$ cat config.mk
export PLATFORM = sky130hd
export DESIGN_NAME = lcr_bank_unlock
export DESIGN_NICKNAME = d
export VERILOG_FILES = /design/src/rtl/lcr_bank_pkg.sv /design/src/rtl/lcr_gate.sv /design/src/rtl/lcr_ext_regs.sv /design/src/rtl/lcr_bank_unlock.sv
export SDC_FILE = /design/constraint.sdc
export NUM_CORES = 1
export LEC_CHECK = 0
export BUFFER_PORTS_ARGS = -buffer_cell sky130_fd_sc_hd__buf_4
export CAP_MARGIN = 10
export CORE_MARGIN = 1.5
export CORE_UTILIZATION = 55
export CTS_CLUSTER_SIZE = 40
export DETAILED_ROUTE_END_ITERATION = 8
export HOLD_SLACK_MARGIN = 0.08
export PLACE_DENSITY = 0.88
export SLEW_MARGIN = 20
export SYNTH_ARGS = -nofsm -noshare
export SYNTH_HDL_FRONTEND = slang
export SYNTH_HIERARCHICAL = 1
export SYNTH_SLANG_ARGS = --single-unit
export TNS_END_PERCENT = 1
$ cat constraint.sdc
create_clock -name clk -period 3.9 [get_ports clk]
set_input_delay 0.585 -clock clk [delete_from_list [all_inputs] [get_ports clk]]
set_output_delay 0.585 -clock clk [all_outputs]
set_load 0.03 [all_outputs]
$ cat src/rtl/lcr_bank_pkg.sv
package lcr_bank_pkg;
  localparam int DW = 8;
  localparam int AW = 3;

  typedef enum logic [1:0] {
    MODE_NORMAL   = 2'd0,
    MODE_DIVISOR  = 2'd1,
    MODE_EXTENDED = 2'd2
  } access_mode_e;

  localparam logic [AW-1:0] OFF_DIV_LO = 3'd0;
  localparam logic [AW-1:0] OFF_DIV_HI = 3'd1;
  localparam logic [AW-1:0] OFF_CTL    = 3'd2;
  localparam logic [AW-1:0] OFF_LINE   = 3'd3;
  localparam int            FC_BASE    = 4;
endpackage

$ cat src/rtl/lcr_gate.sv
module lcr_gate
  import lcr_bank_pkg::*;
#(
  parameter int              W   = DW,
  parameter logic [W-1:0]    KEY = 8'hBF
) (
  input  logic               clk,
  input  logic               rst_n,
  input  logic               line_we,
  input  logic [W-1:0]       wdata,
  output logic [W-2:0]       fmt,
  output logic               dlab,
  output logic               open_q,
  output access_mode_e       mode
);
  logic key_hit;
  assign key_hit = (wdata == KEY);

  always_ff @(posedge clk) begin
    if (!rst_n) begin
      fmt    <= '0;
      dlab   <= 1'b0;
      open_q <= 1'b0;
    end else if (line_we) begin
      if (key_hit) begin
        dlab   <= 1'b1;
        open_q <= 1'b1;
      end else begin
        fmt    <= wdata[W-2:0];
        dlab   <= wdata[W-1];
        open_q <= 1'b0;
      end
    end
  end

  always_comb begin
    if (open_q)    mode = MODE_EXTENDED;
    else if (dlab) mode = MODE_DIVISOR;
    else           mode = MODE_NORMAL;
  end


  key_keeps_fmt_chk: assert property (@(posedge clk) disable iff (!rst_n)
    (line_we && key_hit) |=> (dlab && open_q && fmt == $past(fmt)));


  exit_closes_chk: assert property (@(posedge clk) disable iff (!rst_n)
    (line_we && !key_hit) |=> !open_q);
endmodule

$ cat src/rtl/lcr_ext_regs.sv
module lcr_ext_regs
  import lcr_bank_pkg::*;
#(
  parameter int W         = DW,
  parameter int A         = AW,
  parameter int NUM_FC    = 4,
  parameter int ENH_BIT   = 4,
  parameter int DEPTH_BIT = 5
) (
  input  logic               clk,
  input  logic               rst_n,
  input  access_mode_e       mode,
  input  logic               wr,
  input  logic [A-1:0]       addr,
  input  logic [W-1:0]       wdata,
  input  logic               fifo_sel,
  output logic [2*W-1:0]     divisor,
  output logic [W-1:0]       efr,
  output logic [NUM_FC*W-1:0] fc,
  output logic               deep
);
  logic div_lo_we, div_hi_we, efr_we, ctl_we, depth_open;

  assign div_lo_we  = wr && (addr == OFF_DIV_LO) && (mode != MODE_NORMAL);
  assign div_hi_we  = wr && (addr == OFF_DIV_HI) && (mode != MODE_NORMAL);
  assign efr_we     = wr && (addr == OFF_CTL) && (mode == MODE_EXTENDED);
  assign ctl_we     = wr && (addr == OFF_CTL) && (mode != MODE_EXTENDED);
  assign depth_open = efr[ENH_BIT] || !fifo_sel || (mode == MODE_DIVISOR);

  always_ff @(posedge clk) begin
    if (!rst_n) begin
      divisor <= '0;
      efr     <= '0;
      deep    <= 1'b0;
    end else begin
      if (div_lo_we) divisor[W-1:0]   <= wdata;
      if (div_hi_we) divisor[2*W-1:W] <= wdata;
      if (efr_we)    efr              <= wdata;
      if (ctl_we && depth_open) deep  <= wdata[DEPTH_BIT];
    end
  end

  for (genvar i = 0; i < NUM_FC; i++) begin : g_fc
    logic fc_we;
    assign fc_we = wr && (int'(addr) == FC_BASE + i) && (mode == MODE_EXTENDED);
    always_ff @(posedge clk) begin
      if (!rst_n)     fc[i*W +: W] <= '0;
      else if (fc_we) fc[i*W +: W] <= wdata;
    end
  end


  hidden_fc_hold_chk: assert property (@(posedge clk) disable iff (!rst_n)
    (wr && mode != MODE_EXTENDED && int'(addr) >= FC_BASE) |=> (fc == $past(fc)));


  div_hold_chk: assert property (@(posedge clk) disable iff (!rst_n)
    (wr && mode == MODE_NORMAL && (addr == OFF_DIV_LO || addr == OFF_DIV_HI))
    |=> (divisor == $past(divisor)));


  depth_gate_chk: assert property (@(posedge clk) disable iff (!rst_n)
    (wr && addr == OFF_CTL && mode == MODE_NORMAL && fifo_sel && !efr[ENH_BIT])
    |=> (deep == $past(deep)));
endmodule

$ cat src/rtl/lcr_bank_unlock.sv
module lcr_bank_unlock
  import lcr_bank_pkg::*;
#(
  parameter int NUM_FC    = 4,
  parameter int ENH_BIT   = 4,
  parameter int DEPTH_BIT = 5
) (
  input  logic               clk,
  input  logic               rst_n,
  input  logic [AW-1:0]      bus_addr,
  input  logic               bus_wr,
  input  logic               bus_rd,
  input  logic [DW-1:0]      bus_wdata,
  output logic [DW-1:0]      bus_rdata,
  input  logic               fifo_sel,
  output logic [DW-2:0]      line_fmt,
  output logic               div_access,
  output logic               bank_open,
  output logic [2*DW-1:0]    divisor,
  output logic [DW-1:0]      enh_feat,
  output logic [NUM_FC*DW-1:0] flow_chars,
  output logic               deep_fifo
);
  access_mode_e mode;
  logic         line_we;
  logic [DW-1:0] ctl_view;

  assign line_we = bus_wr && (bus_addr == OFF_LINE);

  lcr_gate #(.W(DW), .KEY(8'hBF)) u_gate (
    .clk    (clk),
    .rst_n  (rst_n),
    .line_we(line_we),
    .wdata  (bus_wdata),
    .fmt    (line_fmt),
    .dlab   (div_access),
    .open_q (bank_open),
    .mode   (mode)
  );

  lcr_ext_regs #(
    .W(DW), .A(AW), .NUM_FC(NUM_FC), .ENH_BIT(ENH_BIT), .DEPTH_BIT(DEPTH_BIT)
  ) u_regs (
    .clk     (clk),
    .rst_n   (rst_n),
    .mode    (mode),
    .wr      (bus_wr),
    .addr    (bus_addr),
    .wdata   (bus_wdata),
    .fifo_sel(fifo_sel),
    .divisor (divisor),
    .efr     (enh_feat),
    .fc      (flow_chars),
    .deep    (deep_fifo)
  );

  always_comb begin
    ctl_view = '0;
    ctl_view[DEPTH_BIT] = deep_fifo;
  end

  always_comb begin
    bus_rdata = '0;
    if (bus_rd) begin
      unique case (bus_addr)
        OFF_DIV_LO: if (mode != MODE_NORMAL) bus_rdata = divisor[DW-1:0];
        OFF_DIV_HI: if (mode != MODE_NORMAL) bus_rdata = divisor[2*DW-1:DW];
        OFF_CTL:    bus_rdata = (mode == MODE_EXTENDED) ? enh_feat : ctl_view;
        OFF_LINE:   bus_rdata = {div_access, line_fmt};
        default: begin
          for (int i = 0; i < NUM_FC; i++)
            if (int'(bus_addr) == FC_BASE + i && mode == MODE_EXTENDED)
              bus_rdata = flow_chars[i*DW +: DW];
        end
      endcase
    end
  end


  idle_read_zero_chk: assert property (@(posedge clk) disable iff (!rst_n)
    (!bus_rd) |-> (bus_rdata == '0));
endmodule

Yosys cells after proc, flatten, opt, wreduce, memory -nomap -nowiden
Index checks and enable logic that the tools add are counted.
{ "op_classes": {"n_reduce_logical": 27, "muxes": 13, "n_bitwise": 1, "eq_ne": 11} }
{ "op_table": {"columns": ["op", "n"], "rows": [
  ["two-way mux 8 bit", 8],
  ["one-hot mux 8 bit (4 select lines)", 1],
  ["logical AND 1 bit", 21],
  ["equality test 3 x 2 -> 1 bit (second input constant)", 3],
  ["equality test 8 bit (second input constant)", 1],
  ["equality test 3 x 1 -> 1 bit (second input constant)", 2],
  ["equality test 3 bit (second input constant)", 2],
  ["logical NOT 3 bit", 1],
  ["two-way mux 1 bit", 3],
  ["equality test 2 x 1 -> 1 bit (second input constant)", 1],
  ["equality test 2 bit (second input constant)", 1],
  ["logical OR 1 bit", 2],
  ["two-way mux 2 bit", 1],
  ["inequality test 2 bit (second input constant)", 1],
  ["AND reduction 2 bit", 1],
  ["nonzero test 2 bit", 1],
  ["logical NOT 1 bit", 1],
  ["NOT 1 bit", 1]
]} }
{ "totals": {"out_inout_bits": 74, "in_bits": 16, "wordCells": 63, "reg_bits": 66} }

Depth between registers and ports, before layout
{ "depth": {"word_depth": 10, "ltp_mapped": 8, "depth_no_buf": 5} }

Cells and area by module
Netlist, hierarchy kept.
{ "modules_own_cells": {"columns": ["module", "area_per_inst_um2", "seq_area_each_um2", "cells_per_inst", "instances"], "rows": [
  ["lcr_ext_regs", 2349.8, 1141.1, 249, 1],
  ["lcr_bank_unlock", 661.9, 0.0, 74, 1],
  ["lcr_gate", 422.9, 180.2, 43, 1]
]} }

Worst setup path before layout
Ideal clock, no wire load.
{ "synth_timing": {"path_kind": "register to output", "from": "register u_gate.dlab", "to": "output port bus_rdata[0]", "required_ns": 3.315, "n_path_buf": 0, "slack_ns": 1.324, "path_stages_with_launch": 6, "t_arrival_ns": 1.991, "cell_sequence": "dfxtp_1 -> nor2b_1 -> o21bai_1 -> nor3_1 -> o21ai_1 -> a21oi_1"} }
{ "synth_between": {"elab_chain_len": 10, "word_cells_on_any_way": 17, "classes_between": "eq/ne: 1; mux: 11; reduce/logical: 5"} }
{ "synth_lines": {"columns": ["element", "line", "rtl"], "rows": [
  ["from (decl)", "lcr_gate.sv:12", "output logic dlab,"],
  ["from (signal assigned)", "lcr_gate.sv:30", "dlab <= wdata[W-1];"],
  ["two-way mux 1 bit *", "lcr_gate.sv:38", "else if (dlab) mode = MODE_DIVISOR;"],
  ["two-way mux 2 bit *", "lcr_gate.sv:37", "if (open_q) mode = MODE_EXTENDED;"],
  ["via mode[0]", "lcr_bank_unlock.sv:24", "access_mode_e mode;"],
  ["equality test 2 bit", "lcr_bank_unlock.sv:68, lcr_bank_unlock.sv:72", null],
  ["logical AND 1 bit", "lcr_bank_unlock.sv:72", "if (int'(bus_addr) == FC_BASE + i && mode == MODE_EXTENDED)"],
  ["two-way mux 8 bit (4 in series)", "lcr_bank_unlock.sv:72", null],
  ["one-hot mux 8 bit (4 select lines) *", "lcr_bank_unlock.sv:65", "unique case (bus_addr)"],
  ["two-way mux 8 bit *", "lcr_bank_unlock.sv:64", "if (bus_rd) begin"],
  ["to (decl)", "lcr_bank_unlock.sv:14", "output logic [DW-1:0] bus_rdata,"]
]} }
The timed path passes the listed nets; every way through them passes the cells marked *.

Worst setup path after layout
{ "layout_timing": {"from": "register u_gate.open_q", "to": "output port bus_rdata[7]"} }
{ "layout_between": {"elab_chain_len": 9, "word_cells_on_any_way": 16, "classes_between": "eq/ne: 1; mux: 10; reduce/logical: 5"} }
{ "layout_lines": {"columns": ["element", "line", "rtl"], "rows": [
  ["from (decl)", "lcr_gate.sv:13", "output logic open_q,"],
  ["from (signal assigned)", "lcr_gate.sv:23", "open_q <= 1'b0;"],
  ["from (signal assigned)", "lcr_gate.sv:27", "open_q <= 1'b1;"],
  ["from (signal assigned)", "lcr_gate.sv:31", "open_q <= 1'b0;"],
  ["two-way mux 2 bit *", "lcr_gate.sv:37", null],
  ["via mode[0]", "lcr_bank_unlock.sv:24", null],
  ["equality test 2 bit", "lcr_bank_unlock.sv:68, lcr_bank_unlock.sv:72", null],
  ["logical AND 1 bit", "lcr_bank_unlock.sv:72", null],
  ["two-way mux 8 bit (4 in series)", "lcr_bank_unlock.sv:72", null],
  ["one-hot mux 8 bit (4 select lines) *", "lcr_bank_unlock.sv:65", null],
  ["two-way mux 8 bit *", "lcr_bank_unlock.sv:64", null]
]} }
Marked as above.

==> impl_results.html <==
<table>
<tr><th>Metric</th><th>Value</th></tr>
<tr><th colspan="2">Yosys</th></tr>
<tr><td>Largest cells by area after synthesis</td><td>dfxtp_1 38%, mux2i_1 13%, nand2_1 5.7%</td></tr>
<tr><td>Number of synthesized register bits</td><td>66</td></tr>
<tr><td>Share of Yosys cell area claimed by the top area cell type</td><td>38.5%</td></tr>
<tr><td>Number of distinct library cell variants in the gate-level netlist after synthesis</td><td>47</td></tr>
<tr><td>Register area share after synthesis</td><td>38.5%</td></tr>
<tr><td>Ys flop type</td><td>dfxtp_1</td></tr>
<tr><td>Cells after Synth</td><td>366</td></tr>
<tr><td>EDFF count, synth</td><td>0</td></tr>
<tr><td>Post-Syn Area per Cell</td><td>9.38 sq um</td></tr>
<tr><td>Fraction of synthesis flops using an asynchronous set or reset pin</td><td>0%</td></tr>
<tr><td>Synthesized area</td><td>0.00343 sq mm</td></tr>
<tr><td>Number of warnings issued by yosys</td><td>6</td></tr>
<tr><td>Net count after synthesis</td><td>382</td></tr>
<tr><td>Largest area contributor in the synthesized netlist</td><td>dfxtp_1</td></tr>
<tr><th colspan="2">Floorplan</th></tr>
<tr><td>Placeable core region</td><td>0.00599 sq mm</td></tr>
<tr><td>Die boundary width</td><td>82.0 um</td></tr>
<tr><td>Ports</td><td>90</td></tr>
<tr><td>DIE HEIGHT</td><td>82.0 um</td></tr>
<tr><td>Initial cell density of the core</td><td>57.3%</td></tr>
<tr><td>Total die area</td><td>0.00673 sq mm</td></tr>
<tr><td>Site Rows</td><td>28</td></tr>
<tr><th colspan="2">Global route</th></tr>
<tr><td>Number of global-route vias before repair</td><td>2954</td></tr>
<tr><td>Global-route wire length before repair</td><td>16.0 mm</td></tr>
<tr><td>Largest net degree at the start of global routing</td><td>48</td></tr>
<tr><td>Antenna violations before repair</td><td>0</td></tr>
<tr><td>Total GRT Usage</td><td>32.6%</td></tr>
<tr><td>Grt ovf</td><td>0</td></tr>
<tr><th colspan="2">STA</th></tr>
<tr><td>RSZ-0062 raised after global routing</td><td>no</td></tr>
<tr><td>Final setup TNS</td><td>0 ps</td></tr>
<tr><td>Post-route minimum period</td><td>2990 ps</td></tr>
<tr><td>Maximum clock frequency</td><td>334 MHz</td></tr>
<tr><td>Final setup violation count</td><td>0</td></tr>
<tr><td>Final critical-path share of the clock period</td><td>76.7%</td></tr>
<tr><td>Relative slew slack</td><td>25.1%</td></tr>
<tr><td>Worst slew pin tran</td><td>1120 ps</td></tr>
<tr><td>Number of hold violations in the final report</td><td>0</td></tr>
<tr><td>Number of max-slew violations in the final report</td><td>0</td></tr>
<tr><td>Final Skew</td><td>8.14 ps</td></tr>
<tr><th colspan="2">Routing</th></tr>
<tr><td>Wire per inst</td><td>20.8 um</td></tr>
<tr><td>Met2 WL post-DR</td><td>4.77 mm</td></tr>
<tr><td>Via Count</td><td>3362</td></tr>
<tr><td>Via density per instance</td><td>6.58</td></tr>
<tr><td>WL met1</td><td>4.27 mm</td></tr>
<tr><td>Routed WL</td><td>10.6 mm</td></tr>
<tr><td>Detail Route met3 WL</td><td>1.17 mm</td></tr>
<tr><td>Uppermost layer routed</td><td>met4</td></tr>
<tr><td>Count of unresolved DRC violations after routing</td><td>0</td></tr>
<tr><td>Starting DRC count in detailed routing</td><td>659</td></tr>
<tr><td>Antenna Nets Post-Route</td><td>0</td></tr>
<tr><td>Number of optimization iterations in the first detailed-route pass</td><td>5</td></tr>
<tr><th colspan="2">Flow run</th></tr>
<tr><td>Number of max-cap violations</td><td>0</td></tr>
<tr><th colspan="2">Placement</th></tr>
<tr><td>Port Buffers</td><td>89</td></tr>
<tr><td>Dpl cell area</td><td>0.00397 sq mm</td></tr>
<tr><td>Half-perimeter wire length after detailed placement</td><td>7.20 mm</td></tr>
<tr><td>Gpl congestion</td><td>0.964</td></tr>
<tr><th colspan="2">Worst setup path</th></tr>
<tr><td>Launching element type of the critical path</td><td>flip-flop</td></tr>
<tr><td>Maximum fanout along the worst path</td><td>13</td></tr>
<tr><td>Crit path buf inv count</td><td>1</td></tr>
<tr><td>Highest cell delay on the worst timing path</td><td>540 ps</td></tr>
<tr><td>R2R setup slack</td><td>1530 ps</td></tr>
<tr><td>Cell breakdown of the critical path</td><td>nor2b_1 -&gt; o21bai_1 -&gt; nor3_1 -&gt; o21ai_1 -&gt; a21oi_1 -&gt; buf_4</td></tr>
<tr><td>Cell with the largest stage delay on the worst path</td><td>nor2b_1</td></tr>
<tr><td>Delay-heaviest family, CP</td><td>simple AND/OR/NAND/NOR gates</td></tr>
<tr><td>Required time at the endpoint of the critical path</td><td>3310 ps</td></tr>
<tr><td>Type of the worst setup path</td><td>flip-flop to output pin</td></tr>
<tr><td>Worst setup EP type</td><td>output pin</td></tr>
<tr><td>Crit path DAT</td><td>2410 ps</td></tr>
<tr><th colspan="2">Finish</th></tr>
<tr><td>Number of filler cells placed in the layout</td><td>449</td></tr>
<tr><td>Area of all placed cells without fillers</td><td>0.00420 sq mm</td></tr>
<tr><td>Antenna Cells</td><td>0</td></tr>
<tr><td>Most common cell after layout, fill and taps aside</td><td>buf_4</td></tr>
<tr><td>Fraction of final layout cells sized beyond drive strength 1</td><td>27.1%</td></tr>
<tr><td>Most used cells in the layout excluding fill and tap cells</td><td>89 x buf_4, 66 x dfxtp_1, 52 x nand2_1, 46 x mux2i_1, 33 x a21oi_1</td></tr>
<tr><td>Synthesis-to-layout area growth</td><td>22.3%</td></tr>
<tr><td>Number of nets at the end of the flow</td><td>447</td></tr>
<tr><th colspan="2">Clock network</th></tr>
<tr><td>Clock-pin slew on the worst setup and hold paths</td><td>80 ps</td></tr>
<tr><td>Buffers inserted by post-CTS timing repair</td><td>0</td></tr>
<tr><td>Number of buffers on the longest clock path</td><td>2</td></tr>
<tr><td>Number of buffers created by CTS</td><td>9</td></tr>
<tr><td>Cell at the root of the clock tree</td><td>clkbuf_8</td></tr>
<tr><td>Post-cts repair resize count</td><td>0</td></tr>
<tr><td>H-tree levels</td><td>3</td></tr>
<tr><td>Hold buffer count at CTS</td><td>0</td></tr>
<tr><td>CTS tree</td><td>yes</td></tr>
<tr><td>Clk Latency, worst-skew pair</td><td>350 ps</td></tr>
<tr><td>Number of clock sinks seen by CTS</td><td>66</td></tr>
<tr><th colspan="2">Power and ir drop</th></tr>
<tr><td>Total power per unit cell area</td><td>349 mW/mm^2</td></tr>
<tr><td>Worst ir drop on vdd</td><td>275 uV</td></tr>
<tr><td>LEAKAGE</td><td>0.00170 uW</td></tr>
<tr><td>Part of the power in registers</td><td>46.3%</td></tr>
<tr><td>Clk pwr share</td><td>44.7%</td></tr>
<tr><td>Psw</td><td>386 uW</td></tr>
<tr><td>Pint</td><td>1080 uW</td></tr>
<tr><td>Share of total power in combinational logic</td><td>8.9%</td></tr>
<tr><td>Switching Share</td><td>26.3%</td></tr>
<tr><td>Total power</td><td>1460 uW</td></tr>
<tr><th colspan="2">Hold path</th></tr>
<tr><td>Min-delay worst type</td><td>flip-flop to flip-flop</td></tr>
<tr><th colspan="2">Outcome</th></tr>
<tr><td>Outcome</td><td>finished clean</td></tr>
</table>
-- worst register-to-register path, delay by kind of cell, from the launching register on --
kind	cells	cell delay, ps
muxes	1	260
and+or+nand+nor	3	1460
DFF	1	570
-- metal layers --
| metal | up-vias | GRT usage, % |
|---|---|---|
| li1 | 1493 | - |
| met1 | 1563 | 44.5 |
| met4 | 0 | 17.8 |
| met3 | 47 | 6.44 |
| met5 | - | 0 |
| met2 | 259 | 48.4 |
-- metrics by stage --
| stage | hold slack [ps] | setup slack (ps) | utilization [%] | std cells |
|---|---|---|---|---|
| 6_report | 482 | 907 | 70.1 | 511 |
| 5_1_grt | 491 | 724 | 70.1 | 511 |
| 4_1_cts | 480 | 916 | 70.1 | 511 |
| 3_5_place_dp | 468 | 1290 | 66.3 | 495 |
| 3_3_place_gp | 461 | 1310 | 66.3 | 495 |
| 2_1_floorplan | 589 | 1320 | - | 366 |
-- cells by family after synthesis --
logic type	count (synthesis)	synth area share, %
and+or+nand+nor	117	18.7
AOI/OAI and AO/OA	86	16.2
DFF	66	38.5
muxes	54	19.3
buffers and inverters	43	7.36
-- sequential cells by signal, summed over array words and instances (netlist names) --
register,flops
u_gate/dlab,1
u_gate/fmt,7
u_gate/open_q,1
u_regs/deep,1
u_regs/divisor,16
u_regs/efr,8
u_regs/fc,32
-- cells in the mapped netlist, types with 2 or more instances --
cell and count:
nand3_1 9, mux4_2 2, inv_1 7, clkbuf_2 2, mux2i_1 46, buf_6 8
buf_2 8, and3_4 2, and3b_1 3, a311oi_1 3, or2_2 2, and4b_1 2
a221o_1 7, nand4_1 16, o21ai_1 9, buf_4 5, o31ai_1 17, dfxtp_1 66
nor2b_1 4, a21oi_1 33, nor3_1 8, clkbuf_1 12, o221a_2 2, nor2_1 3
o21ai_0 7, mux4_1 6, a41oi_1 2, and4_1 2, nand2_1 52, nand2b_1 4
-- path summary, 6_finish.rpt --
kind,startpoint,end,cells after the start
setup / recovery,u_gate/open_q,bus_rdata[7],6
hold / removal,u_regs/fc[9],u_regs/fc[9],2
setup reg to reg,u_gate/open_q,u_regs/fc[31],4
hold reg to reg,u_regs/fc[9],u_regs/fc[9],2
-- power by group through the flow --
| stage | Sequential, uW | Clock (uW) | Combinational [uW] |
|---|---|---|---|
| global route | 679 | 680 | 136 |
| CTS | 679 | 654 | 126 |
| floorplan | 698 | 0 | 78.8 |
| finish | 679 | 655 | 131 |
| detailed placement | 694 | 0 | 125 |
| global placement | 694 | 0 | 124 |
-- final cells by class --
class	count	area, sq um	share of cell area (%)
Multi-Input combinational cell	257	1860	44.3
Inverter	8	30.0	0.715
Tap cell	75	93.8	2.23
Timing Repair Buffer	89	668	15.9
Clock buffer	9	124	2.95
Sequential cell	66	1320	31.5
Clock inverter	7	101	2.41
No activity file was read; power rests on OpenSTA's default activity.
